[config.mk]
export PLATFORM = sky130hd
export DESIGN_NAME = rstk_top
export DESIGN_NICKNAME = d
export VERILOG_FILES = /design/src/rtl/rstk_pkg.sv /design/src/rtl/rstk_ctrl.sv /design/src/rtl/rstk_store.sv /design/src/rtl/rstk_top.sv
export SDC_FILE = /design/constraint.sdc
export NUM_CORES = 1
export LEC_CHECK = 0
export BUFFER_PORTS_ARGS = -buffer_cell sky130_fd_sc_hd__buf_2
export CAP_MARGIN = 25
export CORE_UTILIZATION = 50
export DETAILED_ROUTE_END_ITERATION = 8
export GPL_ROUTABILITY_DRIVEN = 1
export GPL_TIMING_DRIVEN = 0
export PLACE_DENSITY = 0.68
export REMOVE_ABC_BUFFERS = 1
export SYNTH_ARGS = -nofsm -noshare
export SYNTH_HDL_FRONTEND = slang
export SYNTH_SLANG_ARGS = --single-unit
[constraint.sdc]
create_clock -name clk -period 3.1 [get_ports clk]
set_input_delay 0.31 -clock clk [delete_from_list [all_inputs] [get_ports clk]]
set_output_delay 0.31 -clock clk [all_outputs]
set_load 0.02 [all_outputs]
[src/rtl/rstk_pkg.sv]
package rstk_pkg;
    localparam int ADDR_W = 21;
    localparam int PTR_W  = 5;
    localparam int REG_W  = 8;
    localparam int DEPTH  = (1 << PTR_W) - 1;
    localparam int PAD_W  = REG_W - 2 - PTR_W;

    typedef logic [ADDR_W-1:0] addr_t;
    typedef logic [PTR_W-1:0]  ptr_t;
    typedef logic [REG_W-1:0]  sreg_t;

    localparam ptr_t PTR_TOP  = ptr_t'(DEPTH);
    localparam ptr_t PTR_LAST = ptr_t'(DEPTH - 1);

    typedef struct packed {
        logic full;
        logic unf;
    } flags_t;

    typedef struct packed {
        logic  en;
        ptr_t  idx;
        addr_t data;
    } store_req_t;

    function automatic sreg_t pack_status(flags_t f, ptr_t p);
        return {f.full, f.unf, {PAD_W{1'b0}}, p};
    endfunction
endpackage

[src/rtl/rstk_ctrl.sv]
module rstk_ctrl
    import rstk_pkg::*;
(
    input  logic       clk,
    input  logic       rst,
    input  logic       push,
    input  logic       pop,
    input  addr_t      push_addr,
    input  logic       wr,
    input  flags_t     wr_flags,
    input  ptr_t       wr_ptr,
    output ptr_t       sp,
    output flags_t     flags,
    output store_req_t req
);
    ptr_t   sp_n;
    flags_t flags_n;
    logic   only_push, only_pop, both, set_full, set_unf;

    always_comb begin
        only_push = push && !pop;
        only_pop  = pop && !push;
        both      = push && pop;
        set_full  = only_push && (sp >= PTR_LAST);
        set_unf   = pop && (sp == '0);

        sp_n     = sp;
        req.en   = 1'b0;
        req.idx  = sp;
        req.data = push_addr;

        if (only_push && sp != PTR_TOP) begin
            sp_n    = ptr_t'(sp + 1'b1);
            req.en  = 1'b1;
            req.idx = ptr_t'(sp + 1'b1);
        end else if (only_pop && sp != '0) begin
            sp_n = ptr_t'(sp - 1'b1);
        end else if (both && sp != '0) begin
            req.en = 1'b1;
        end

        if (wr) sp_n = wr_ptr;

        flags_n = flags;
        if (wr) begin
            flags_n.full = flags.full & wr_flags.full;
            flags_n.unf  = flags.unf & wr_flags.unf;
        end
        flags_n.full = flags_n.full | set_full;
        flags_n.unf  = flags_n.unf | set_unf;
    end

    always_ff @(posedge clk) begin
        if (rst) begin
            sp    <= '0;
            flags <= '0;
        end else begin
            sp    <= sp_n;
            flags <= flags_n;
        end
    end
endmodule

[src/rtl/rstk_store.sv]
module rstk_store
    import rstk_pkg::*;
(
    input  logic       clk,
    input  logic       rst,
    input  store_req_t req,
    input  ptr_t       rd_idx,
    output addr_t      rd_data
);
    addr_t lvl [0:DEPTH];

    assign lvl[0] = '0;

    for (genvar i = 1; i <= DEPTH; i++) begin : g_lvl
        addr_t q;
        always_ff @(posedge clk) begin
            if (rst) q <= '0;
            else if (req.en && req.idx == ptr_t'(i)) q <= req.data;
        end
        assign lvl[i] = q;
    end

    assign rd_data = lvl[rd_idx];
endmodule

[src/rtl/rstk_top.sv]
module rstk_top
    import rstk_pkg::*;
(
    input  logic        clk,
    input  logic        rst,
    input  logic        push_i,
    input  logic [20:0] push_addr_i,
    input  logic        pop_i,
    output logic [20:0] pop_addr_o,
    input  logic        reg_wr_i,
    input  logic [7:0]  reg_wdata_i,
    output logic [7:0]  reg_rdata_o
);
    ptr_t       sp;
    flags_t     flags;
    store_req_t req;
    flags_t     wr_flags;

    assign wr_flags = '{full: reg_wdata_i[REG_W-1], unf: reg_wdata_i[REG_W-2]};

    rstk_ctrl u_ctrl (
        .clk       (clk),
        .rst       (rst),
        .push      (push_i),
        .pop       (pop_i),
        .push_addr (push_addr_i),
        .wr        (reg_wr_i),
        .wr_flags  (wr_flags),
        .wr_ptr    (reg_wdata_i[PTR_W-1:0]),
        .sp        (sp),
        .flags     (flags),
        .req       (req)
    );

    rstk_store u_store (
        .clk     (clk),
        .rst     (rst),
        .req     (req),
        .rd_idx  (sp),
        .rd_data (pop_addr_o)
    );

    assign reg_rdata_o = pack_status(flags, sp);
endmodule

; ---- Word level (Yosys, flattened, before mapping)
; Cells that the tools add are included.
[word_totals]
regBits = 658
out_inout_bits = 29
wordCells = 130
[classes]
add_sub_neg = 2
magnitude_cmp = 2
n_eq_ne = 32
muxes = 11
bitwise = 5
reduce_logical = 44
[op_table]
columns = operator, count
row1 = 21-bit binary-select mux with 5-bit select, 1
row2 = 5-bit equality test (second input constant), 16
row3 = 21-bit two-way mux, 2
row4 = 5-bit by 4-bit equality test with 1-bit output (second input constant), 8
row5 = 1-bit logical AND, 39
row6 = 5-bit by 3-bit equality test with 1-bit output (second input constant), 4
row7 = 5-bit two-way mux, 4
row8 = 5-bit by 2-bit equality test with 1-bit output (second input constant), 2
row9 = 6-bit greater-or-equal comparator (second input constant), 1
row10 = 5-bit inverter with 6-bit output, 1
row11 = 5-bit by 1-bit adder with 5-bit output (second input constant), 1
row12 = 5-bit by 1-bit equality test with 1-bit output (second input constant), 1
row13 = 5-bit greater-or-equal comparator (second input constant), 1
row14 = 5-bit logical NOT, 1
row15 = 5-bit inequality test (second input constant), 1
row16 = 5-bit nonzero test, 1
row17 = 5-bit by 1-bit subtractor with 5-bit output (second input constant), 1
row18 = 1-bit two-way mux, 3
row19 = 3-bit nonzero test, 1
row20 = 1-bit AND, 2
row21 = 1-bit logical NOT, 2
row22 = 2-bit two-way mux, 1
row23 = 1-bit OR, 2

; ---- Logic depth before layout (Yosys ltp)
; Gate-level depths: netlist of the first run.
[depth]
depth_word = 6
ltp_mapped = 13

; ---- By module
; Synthesis of the first run repeated with hierarchy kept, for this count alone.
[hier_totals]
hier_cells = 3736
area_unflattened_um2 = 29193.0
[by_module_without_submodules]
columns = mod, n_inst, cells_per_inst, area_each_um2
row1 = rstk_store, 1, 3640, 28438.5
row2 = rstk_ctrl, 1, 94, 743.2
row3 = rstk_top, 1, 2, 11.3

; ---- Least setup slack after synthesis of the first run
; No wires, ideal clock.
[synth_timing]
kind = register to register
from = register u_ctrl.sp[2]
to = register u_store.g_lvl[12].q[0]
setup_time_ns = 0.132
arrival_time_ns = 3.161
path_slack_ns = -0.193
stages_incl_launch_ff = 12
n_path_buf = 5
synth_period_minus_slack_ns = 3.293
cell_sequence = dfxtp_1 buf_6 clkbuf_1 clkbuf_1 and3_1 ha_1 nor3b_2 buf_4 a21boi_2 o221ai_4 buf_6 mux2i_1
[synth_via]
elab_chain_len = 6
elab_cells_between_ends = 12
cone_classes = add/sub: 1 / eq/ne: 2 / mux: 4 / reduce/logical: 5
[synth_lines]
columns = item, line_no
row1 = start: declaration, rstk_ctrl.sv:12  ; output ptr_t sp,
row2 = start signal: assignment, rstk_ctrl.sv:58  ; sp <= sp_n;
row3 = branches (longest 5 deep; another with 5-bit by 1-bit adder with 5-bit output), --
row4 = 1-bit logical AND *, rstk_store.sv:18  ; else if (req.en && req.idx == ptr_t'(i)) q <= req.data;
row5 = end signal: assignment, rstk_store.sv:18
row6 = end: declaration, rstk_store.sv:15  ; addr_t q;
; Every way passes the cells marked *.
; A chain may end at the register's enable or synchronous reset.

; ---- Worst setup path after layout of the first run
[layout_timing]
from = register u_ctrl.sp[0]
to = output pop_addr_o[1]
[layout_via]
elab_chain_len = 4
[layout_lines]
columns = item, line_no
row1 = 5-bit inverter with 6-bit output (implied by the code), rstk_store.sv:23  ; assign rd_data = lvl[rd_idx];
row2 = 21-bit binary-select mux with 5-bit select, rstk_store.sv:23
row3 = 21-bit two-way mux (implied by the code) (2 in a row), rstk_store.sv:23
row4 = end: declaration, rstk_top.sv:9  ; output logic [20:0] pop_addr_o,
; Every way passes these cells. The select of a mux whose other input is x is not followed.

==> results of run 1 <==
## per-layer routing
metal	track usage [%]	up-vias	wire length, um
li1	-	9723	-
met1	33.7	11000	37300
met2	45.8	715	43600
met3	3.73	266	4450
met4	12.7	0	4440
met5	0	-	0
## synth_stat cells, types with 22 or more instances
cell type	instances	area, um^2
mux2i_1	674	6750
nand2b_1	672	4200
dfxtp_1	658	13200
clkbuf_1	182	683
mux4_2	147	3310
buf_6	68	766
nand2_1	44	165
and3_1	27	169
nor2_1	27	101
o21ai_0	26	130
o221ai_4	23	604
a221oi_1	22	193
buf_2	22	110
## area by class of cell
| type | instances | share of cell area, % |
|---|---|---|
| Inverter | 6 | 0.0759 |
| Clock inverter | 24 | 0.861 |
| Tap cell | 837 | 2.76 |
| Timing Repair Buffer | 267 | 9.99 |
| Multi-Input combinational cell | 1789 | 46.0 |
| Clock buffer | 102 | 5.55 |
| Sequential cell | 658 | 34.8 |
| Antenna cell | 2 | 0.0132 |
## where the power goes
group	total [mW]	switching (mW)	internal [mW]
combinational	2.49	1.34	1.15
sequential	8.64	0.0893	8.55
clock	8.85	3.53	5.31
## through the flow
step                utilization, %  std cells  cell area [um^2]  hold slack (ns)  total power [mW]
floorplan                        -       2452             30100            0.379              9.98
global placement              50.6       3349             31400            0.455              10.7
detailed placement            53.2       3416             33100            0.461              10.7
CTS                           59.9       3645             37300          0.00912              19.9
global route                  61.0       3684             37900           0.0426              20.6
finish                        61.0       3685             37900           0.0570              20.0
## critical path, delay by kind of cell, from the launching register on
kind	cells	cell delay, ns
muxes	2	0.80
and+or+nand+nor	1	0.21
AOI/OAI and AO/OA	1	0.18
buffers and inverters	5	0.71
DFF	1	0.37
## cells by family after synthesis
family	count (synthesis)	share of synthesized area (%)
AO/OA/AOI/OAI	140	5.02
XOR/XNOR	2	0.0553
adder cells (fa/ha/maj)	4	0.158
buffers and inverters	287	5.19
flip-flops	658	41.5
multiplexers	844	32.6
other	1	0.0118
AND/OR/NAND/NOR	797	15.4
## cells in the final DEF (no fill, tap or decap), types with 12 or more instances in the layout
cell       count
a221oi_1      22
a32oi_2       16
and3_1        14
buf_12        47
buf_16        40
buf_2         53
buf_4         68
buf_6         16
buf_8         23
clkbuf_1      12
clkbuf_16     79
clkbuf_8      17
dfxtp_1      653
mux2_2        21
mux2i_1      659
mux4_2       147
nand2_1       39
nand2b_1     672
nor2_1        26
o21ai_0       26
o221ai_4      30
o22a_1        21
## registers in the layout, indices dropped and copies added, names as in the netlist
register         cells
u_store.g_lvl.q    651
u_ctrl.flags         2
u_ctrl.sp            5
## path summary, 6_finish.rpt
| path | to | slack, ns | cells past startpoint |
|---|---|---|---|
| worst min register to register | u_store.g_lvl[6].q[3] | 0.47 | 2 |
| worst max register to register | u_store.g_lvl[2].q[2] | 0 | 14 |
| worst max-delay path | pop_addr_o[1] | -0.11 | 9 |
| worst min-delay path | u_ctrl.flags[1] | 0.06 | 3 |
## what timing repair did
action                                 CTS  global route
hold buffers                             7             0
setup endpoints to repair              677           416
gates resized for setup                 71            55
cloned                                  14             6
endpoints found under the hold margin    6             0
pin swaps                               46            20
setup buffers                           82            29
==> flow_summary.yaml, run 1 <==
clock_network:
  numCtsBuffers: 70
  path_clk_slew_ns: 0.06
  cts_max_path_buffers: 3
  root_buffer: "clkbuf_16"
  insertion_delay_ns: 0.62
  cts.htree.levels: 3
  cts_tree: "built"
  clkSinkCount: 658
worst_hold_path:
  hp-class: "in -> reg"
  min-delay-start: "reg_wdata_i[7]"
floorplan:
  chipWidth_um: 254
  ios: 63
  die_y_um: 254
  die-area_um2: 64400
  start_util_pct: 51.0
  rows: 91
  core_area_um2: 62200
global_route:
  grt_pass1_vias: 22300
  antenna_found_initial: 1
  grt_pass1_wl_um: 132000
  grt_overflow: 0
  grt_usage_pct: 27.0
  grt_max_degree: 246
logic_synthesis:
  synth_seq_area_share_pct: 41.5
  syn_avg_cell_area_um2: 11.6
  synth_edf_count: 0
  synth_flop_cell: "dfxtp_1"
  synth-seq-cells: 658
  postSynthCellCount: 2733
  async_reset_ff_share_pct: 0
  synth_cell_types: 58
  synth_area_um2: 31700
  yosys_warnings: 0
finish:
  fin_nets: 2830
  drive_above_1_share_pct: 23.3
  regArea_um2: 13200
  multiInputGateArea_um2: 17400
  fillCellCount: 4727
  synthToLayoutAreaGrowth_pct: 19.6
sta:
  drv_slew: 0
  period_needed_ns: 3.21
  fmaxAchievable_ghz: 0.311
  maxSlewHeadroom_pct: 46.2
  fin_tns_setup_ns: -0.232
  tightest_slew_ns: 0.807
  min_period_over_period_pct: 104
  setup_viol: 5
  rsz0062_at_grt: "true"
  hold_viol_final: 0
  timing.final.ws_setup_ns: -0.113
  skew_ns: 0.0209
route:
  totalWireLength_um: 89800
  viasPerCell: 5.89
  drt-initial-drc-count: 1819
  detail-route-antenna-nets: 0
  vias: 21700
  drc: 0
  drt_first_pass_iters: 5
  detail_route.wl_per_cell_um: 24.4
critical_path:
  crit_top_cell: "buf_16"
  arrival_ns: 2.90
  cpMaxStageDelayCell: "mux4_2"
  r2r_start: "u_ctrl.sp[0]"
  cp-end-kind: "primary output"
  start_kind: "register"
  slowest_delay_ns: 0.51
  critPathRequiredTime_ns: 2.79
  cp_max_fo: 5
  path_cells: "buf_6 > buf_16 > buf_16 > buf_12 > mux4_2 > mux2i_2 > a32oi_2 > and3_1 > buf_2"
  startpoint: "u_ctrl.sp[0]"
  critPathKind: "reg -> out"
power_and_ir_drop:
  ir_drop_uv: 313
  p_leak_nw: 17.5
  cellPowerDensity_nw_per_um2: 527
placement:
  globalplace.congestion: 0.761
  pre_cts_ws_ns: -1.71
  place_hpwl_um: 49600
  port_buffers: 60
outcome:
  status: "finished, violations left"
  violations: "negative setup slack"
job:
  max-cap-violations: 0
No activity file was read; power rests on OpenSTA's default activity.
==> run 2: changes to the inputs <==
--- a/config.mk
+++ b/config.mk
@@ -10,8 +10,7 @@
 export CORE_UTILIZATION = 50
 export DETAILED_ROUTE_END_ITERATION = 8
 export GPL_ROUTABILITY_DRIVEN = 1
-export GPL_TIMING_DRIVEN = 0
-export PLACE_DENSITY = 0.68
+export PLACE_DENSITY = 0.66
 export REMOVE_ABC_BUFFERS = 1
 export SYNTH_ARGS = -nofsm -noshare
 export SYNTH_HDL_FRONTEND = slang
==> constraint.sdc (replaced) <==
create_clock -name clk -period 3.26 [get_ports clk]
set_input_delay 0.326 -clock clk [delete_from_list [all_inputs] [get_ports clk]]
set_output_delay 0.326 -clock clk [all_outputs]
set_load 0.02 [all_outputs]
==> run 2 against run 1 <==
The run still ends with negative setup slack left. Clock power decreased by 10%. Critical endpoint is now pop_addr_o[9]. Hold slack got worse by 0.013 ns. Power decreased by 9.6%.
==> flow_summary.yaml, run 2 (synthesis results as in run 1) <==
outcome:
  status: "finished, violations left"
  violations: "negative setup slack"
floorplan:
  die-area_um2: 64400
  chipWidth_um: 254
  ios: 63
  core_area_um2: 62200
  start_util_pct: 51.0
  die_y_um: 254
  rows: 91
finish:
  largest-register: "u_store.g_lvl.q"
  synthToLayoutAreaGrowth_pct: 12.1
  fin_nets: 2756
  drive_above_1_share_pct: 18.7
  layout.cells.non_filler: 3608
  largest_reg_flops: 651
  layout_common_cells: "673 x mux2i_1, 672 x nand2b_1, 654 x dfxtp_1, 147 x mux4_2, 76 x buf_4"
  biggestRegsByFlops: "u_store.g_lvl.q: 651 flops, u_ctrl.sp: 5 flops, u_ctrl.flags: 2 flops"
  final_common_cell: "mux2i_1"
critical_path:
  critPathKind: "reg -> out"
  start_kind: "register"
  r2r_start: "u_ctrl.sp[0]"
  critPathRequiredTime_ns: 2.93
  arrival_ns: 2.94
  startpoint: "u_ctrl.sp[0]"
  cp-end-kind: "primary output"
  cp_max_fo: 16
global_route:
  grt_overflow: 0
  grt_pass1_vias: 21300
  grt_usage_pct: 25.2
  grt_pass1_wl_um: 125000
  grt_max_degree: 153
  antenna_found_initial: 1
route:
  vias: 20700
  totalWireLength_um: 80900
  drc: 0
  viasPerCell: 5.73
  detail-route-antenna-nets: 0
  drt_first_pass_iters: 5
  detail_route.wl_per_cell_um: 22.4
  drt-initial-drc-count: 1268
clock_network:
  cts_tree: "built"
  path_clk_slew_ns: 0.06
  cts_max_path_buffers: 3
  insertion_delay_ns: 0.62
  cts.htree.levels: 3
  numCtsBuffers: 72
  clkSinkCount: 658
  root_buffer: "clkbuf_16"
sta:
  skew_ns: 0.0206
  hold_viol_final: 0
  fmaxAchievable_ghz: 0.307
  maxSlewHeadroom_pct: 39.5
  tightest_slew_ns: 0.907
  rsz0062_at_grt: "true"
  setup_viol: 1
  period_needed_ns: 3.26
  timing.final.ws_setup_ns: -0.00146
  min_period_over_period_pct: 100
  drv_slew: 0
power_and_ir_drop:
  p_leak_nw: 16.6
  ir_drop_uv: 387
  cellPowerDensity_nw_per_um2: 508
  power_mw: 18.1
worst_hold_path:
  hp-class: "in -> reg"
  min-delay-start: "reg_wdata_i[6]"
job:
  max-cap-violations: 0
placement:
  globalplace.congestion: 0.809
  place_hpwl_um: 48100
  numPlacedInstances: 3458
  port_buffers: 60
[run 2: changes by cell type in the layout (fill, tap and decap cells not counted), moves of 7 or more]
cell / change
buf_16: -36
mux2i_1: +14
buf_12: -11
mux2i_2: -10
and3_1: +13
buf_8: -22
clkbuf_1: +7
buf_6: -13
and3_4: -11
a32oi_1: +18
buf_4: +8
a32oi_2: -16
[run 2: layout make-up]
class                           instances  area (um^2)
Fill cell                            5156        26600
Multi-Input combinational cell       1788        17000
Sequential cell                       658        13200
Clock buffer                          107         2120
Timing Repair Buffer                  192         2000
Tap cell                              837         1050
Clock inverter                         19          184
Inverter                                6         25.0
Antenna cell                            1         2.50
[run 2: worst max-delay path, stage by stage (launching register included)]
cell	delay (ns)
dfxtp_4	0.52
buf_16	0.24
mux4_2	0.52
mux2i_1	0.29
a32oi_1	0.28
and3_1	0.31
buf_2	0.16
[run 2: path summary, 6_finish.rpt]
kind              slack (ns)  cells past startpoint                 endpoint
setup reg to reg        0.11                      9  u_store.g_lvl[30].q[13]
hold reg to reg         0.47                      2   u_store.g_lvl[14].q[7]
hold / removal          0.04                      3          u_ctrl.flags[0]
setup / recovery      -0.001                      6            pop_addr_o[9]
[run 2: per-layer routing]
layer / vias to the layer above / share of wire [%] / track usage (%)
met2: 401 / 49 / 43.1
met4: 0 / 2.2 / 7.76
li1: 9568 / - / -
met5: - / 0 / 0
met1: 10600 / 45 / 32.6
met3: 120 / 3.8 / 3.73
[run 2: metrics by stage]
stage / cell area, um^2 / hold slack [ns] / utilization, % / setup TNS (ns) / worst slack, ns
after global placement: 32800 / 0.456 / 52.8 / 0 / 0.185
after floorplan: 30100 / 0.395 / - / -4676.25 / -7.30
final: 35500 / 0.0436 / 57.2 / -0.00146 / -0.00146
after CTS: 35400 / 0.0117 / 57.0 / 0 / 0.0222
after detailed placement: 32800 / 0.462 / 52.8 / 0 / 0.104
after global routing: 35500 / 0.0961 / 57.2 / -0.0236 / -0.0228
[run 2: what timing repair did]
action | 4_1_cts | 5_1_grt
setup endpoints to repair | 21 | 66
resized for setup | 8 | 4
hold buffers | 7 | 0
gates cloned | 5 | 1
pin swaps | 0 | 5
setup buffers | 1 | 9
endpoints found under the hold margin | 6 | 0
[run 2: power breakdown]
group          internal (mW)  switching [mW]  leakage (nW)  total (mW)
sequential              8.13          0.0604          5.31        8.19
clock                   4.59            3.36          1.12        7.96
combinational          0.782            1.13          10.2        1.91
total                   13.5            4.55          16.6        18.1
==> run 3: changes to the inputs <==
--- a/config.mk
+++ b/config.mk
@@ -7,6 +7,7 @@
 export LEC_CHECK = 0
 export BUFFER_PORTS_ARGS = -buffer_cell sky130_fd_sc_hd__buf_2
 export CAP_MARGIN = 25
+export CORE_ASPECT_RATIO = 0.75
 export CORE_UTILIZATION = 50
 export DETAILED_ROUTE_END_ITERATION = 8
 export GPL_ROUTABILITY_DRIVEN = 1
==> run 3 against run 2 <==
The flow now finishes without violations. Critical path type unchanged. Critical path depth did not move. Critical endpoint is now pop_addr_o[8]. First-iteration DRC count rose by 11%. Final area fell by 0.59%.
==> flow_summary.yaml, run 3 (synthesis results as in run 1) <==
outcome:
  status: "completed"
global_route:
  grt_use_met3_pct: 3.15
  grt_usage_pct: 24.7
  grt_overflow: 0
  grt_pass1_wl_um: 122000
  grtUsageMet1_pct: 35.0
  grt_max_degree: 113
  busiest_layer: "met2"
  gr-usage-met2_pct: 39.2
  antenna_found_initial: 0
  grt_pass1_vias: 20800
power_and_ir_drop:
  ir_drop_uv: 402
  p_leak_nw: 16.5
  cellPowerDensity_nw_per_um2: 510
sta:
  period_needed_ns: 3.21
  tightest_slew_ns: 0.910
  drv_slew: 0
  rsz0062_at_grt: "true"
  fmaxAchievable_ghz: 0.311
  setup_viol: 0
  whs_ns: 0.0365
  fin_tns_setup_ns: 0
  maxSlewHeadroom_pct: 39.3
  min_period_over_period_pct: 98.5
  hold_viol_final: 0
  skew_ns: 0.0250
route:
  totalWireLength_um: 80000
  detail-route-antenna-nets: 0
  vias: 20500
  drt_first_pass_iters: 6
  drc: 0
  detail_route.wl_per_cell_um: 22.2
  viasPerCell: 5.68
  drt-initial-drc-count: 1409
critical_path:
  cp_max_fo: 20
  cp-end-kind: "primary output"
  critPathRequiredTime_ns: 2.93
  r2r_slack_ns: 0.16
  arrival_ns: 2.89
  critPathKind: "reg -> out"
  start_kind: "register"
placement:
  port_buffers: 60
  placed_cell_area_um2: 32800
  numPlacedInstances: 3480
  globalplace.congestion: 0.787
  place_hpwl_um: 47500
finish:
  layout_common_cells: "674 x mux2i_1, 672 x nand2b_1, 654 x dfxtp_1, 147 x mux4_2, 87 x buf_4"
  n_antenna_cell: 0
  layout.cells.non_filler: 3607
  biggestRegsByFlops: "u_store.g_lvl.q: 651 flops, u_ctrl.sp: 5 flops, u_ctrl.flags: 2 flops"
  fin_area_um2: 35300
  largest-register: "u_store.g_lvl.q"
  synthToLayoutAreaGrowth_pct: 11.5
  post-route-util_pct: 56.7
  largest_reg_flops: 651
  fin_nets: 2747
  drive_above_1_share_pct: 18.5
  final_common_cell: "mux2i_1"
job:
  max-cap-violations: 0
worst_hold_path:
  hp-class: "in -> reg"
floorplan:
  chipWidth_um: 293
  core_area_um2: 62400
  start_util_pct: 50.8
  die_y_um: 220
  rows: 79
  ios: 63
  die-area_um2: 64400
clock_network:
  cts.htree.levels: 3
  insertion_delay_ns: 0.61
  cts_max_path_buffers: 3
  root_buffer: "clkbuf_16"
  numCtsBuffers: 66
  cts_tree: "built"
  clkSinkCount: 658
  path_clk_slew_ns: 0.06
-- run 3: worst max-delay path, stage by stage, from the launching register on --
cell and delay, ns:
dfxtp_4 0.52, buf_16 0.25, mux4_2 0.54, mux2i_1 0.28, a32oi_1 0.22, and3_1 0.29, buf_2 0.16
-- run 3: path summary, 6_finish.rpt --
check                                            start                 endpoint  cells past startpoint
worst max register to register            u_ctrl.sp[0]  u_store.g_lvl[30].q[17]                      9
worst max-delay path                      u_ctrl.sp[0]            pop_addr_o[8]                      6
worst min register to register  u_store.g_lvl[6].q[13]   u_store.g_lvl[6].q[13]                      2
worst min-delay path                    reg_wdata_i[3]             u_ctrl.sp[3]                      3
-- run 3: report_power, final --
group	total [mW]	leakage (nW)	internal [mW]	switching, mW
sequential	8.19	5.31	8.13	0.0629
combinational	1.87	10.1	0.758	1.11
clock	7.98	1.11	4.77	3.20
-- run 3: final cells by class --
type	instances	area, um^2
clock buffer	99	1990
clock inverter	17	270
fill	5151	27000
inverter	6	22.5
multi-input combinational	1788	17000
sequential	658	13200
tap	850	1060
timing repair buffer	189	1830
-- run 3: stage by stage --
stage / total power [mW] / worst slack [ns]
floorplan: 9.49 / -7.30
global placement: 10.1 / 0.295
detailed placement: 10.2 / 0.279
CTS: 18.1 / 0.0100
global route: 18.6 / -0.0135
finish: 18.0 / 0.0477
-- run 3: routing by layer --
metal  wire length (um)  up-vias
met2              36200      398
met4               2040        0
met3               2830      113
li1                   -     9549
met5                  0        -
met1              39000    10400
-- run 3: what timing repair did --
action / CTS / global route
endpoints found under the setup margin: 19 / 17
hold buffers: 5 / 0
gates cloned: 3 / 2
buffers inserted: 0 / 1
endpoints found under the hold margin: 4 / 0
gates resized for setup: 7 / 4
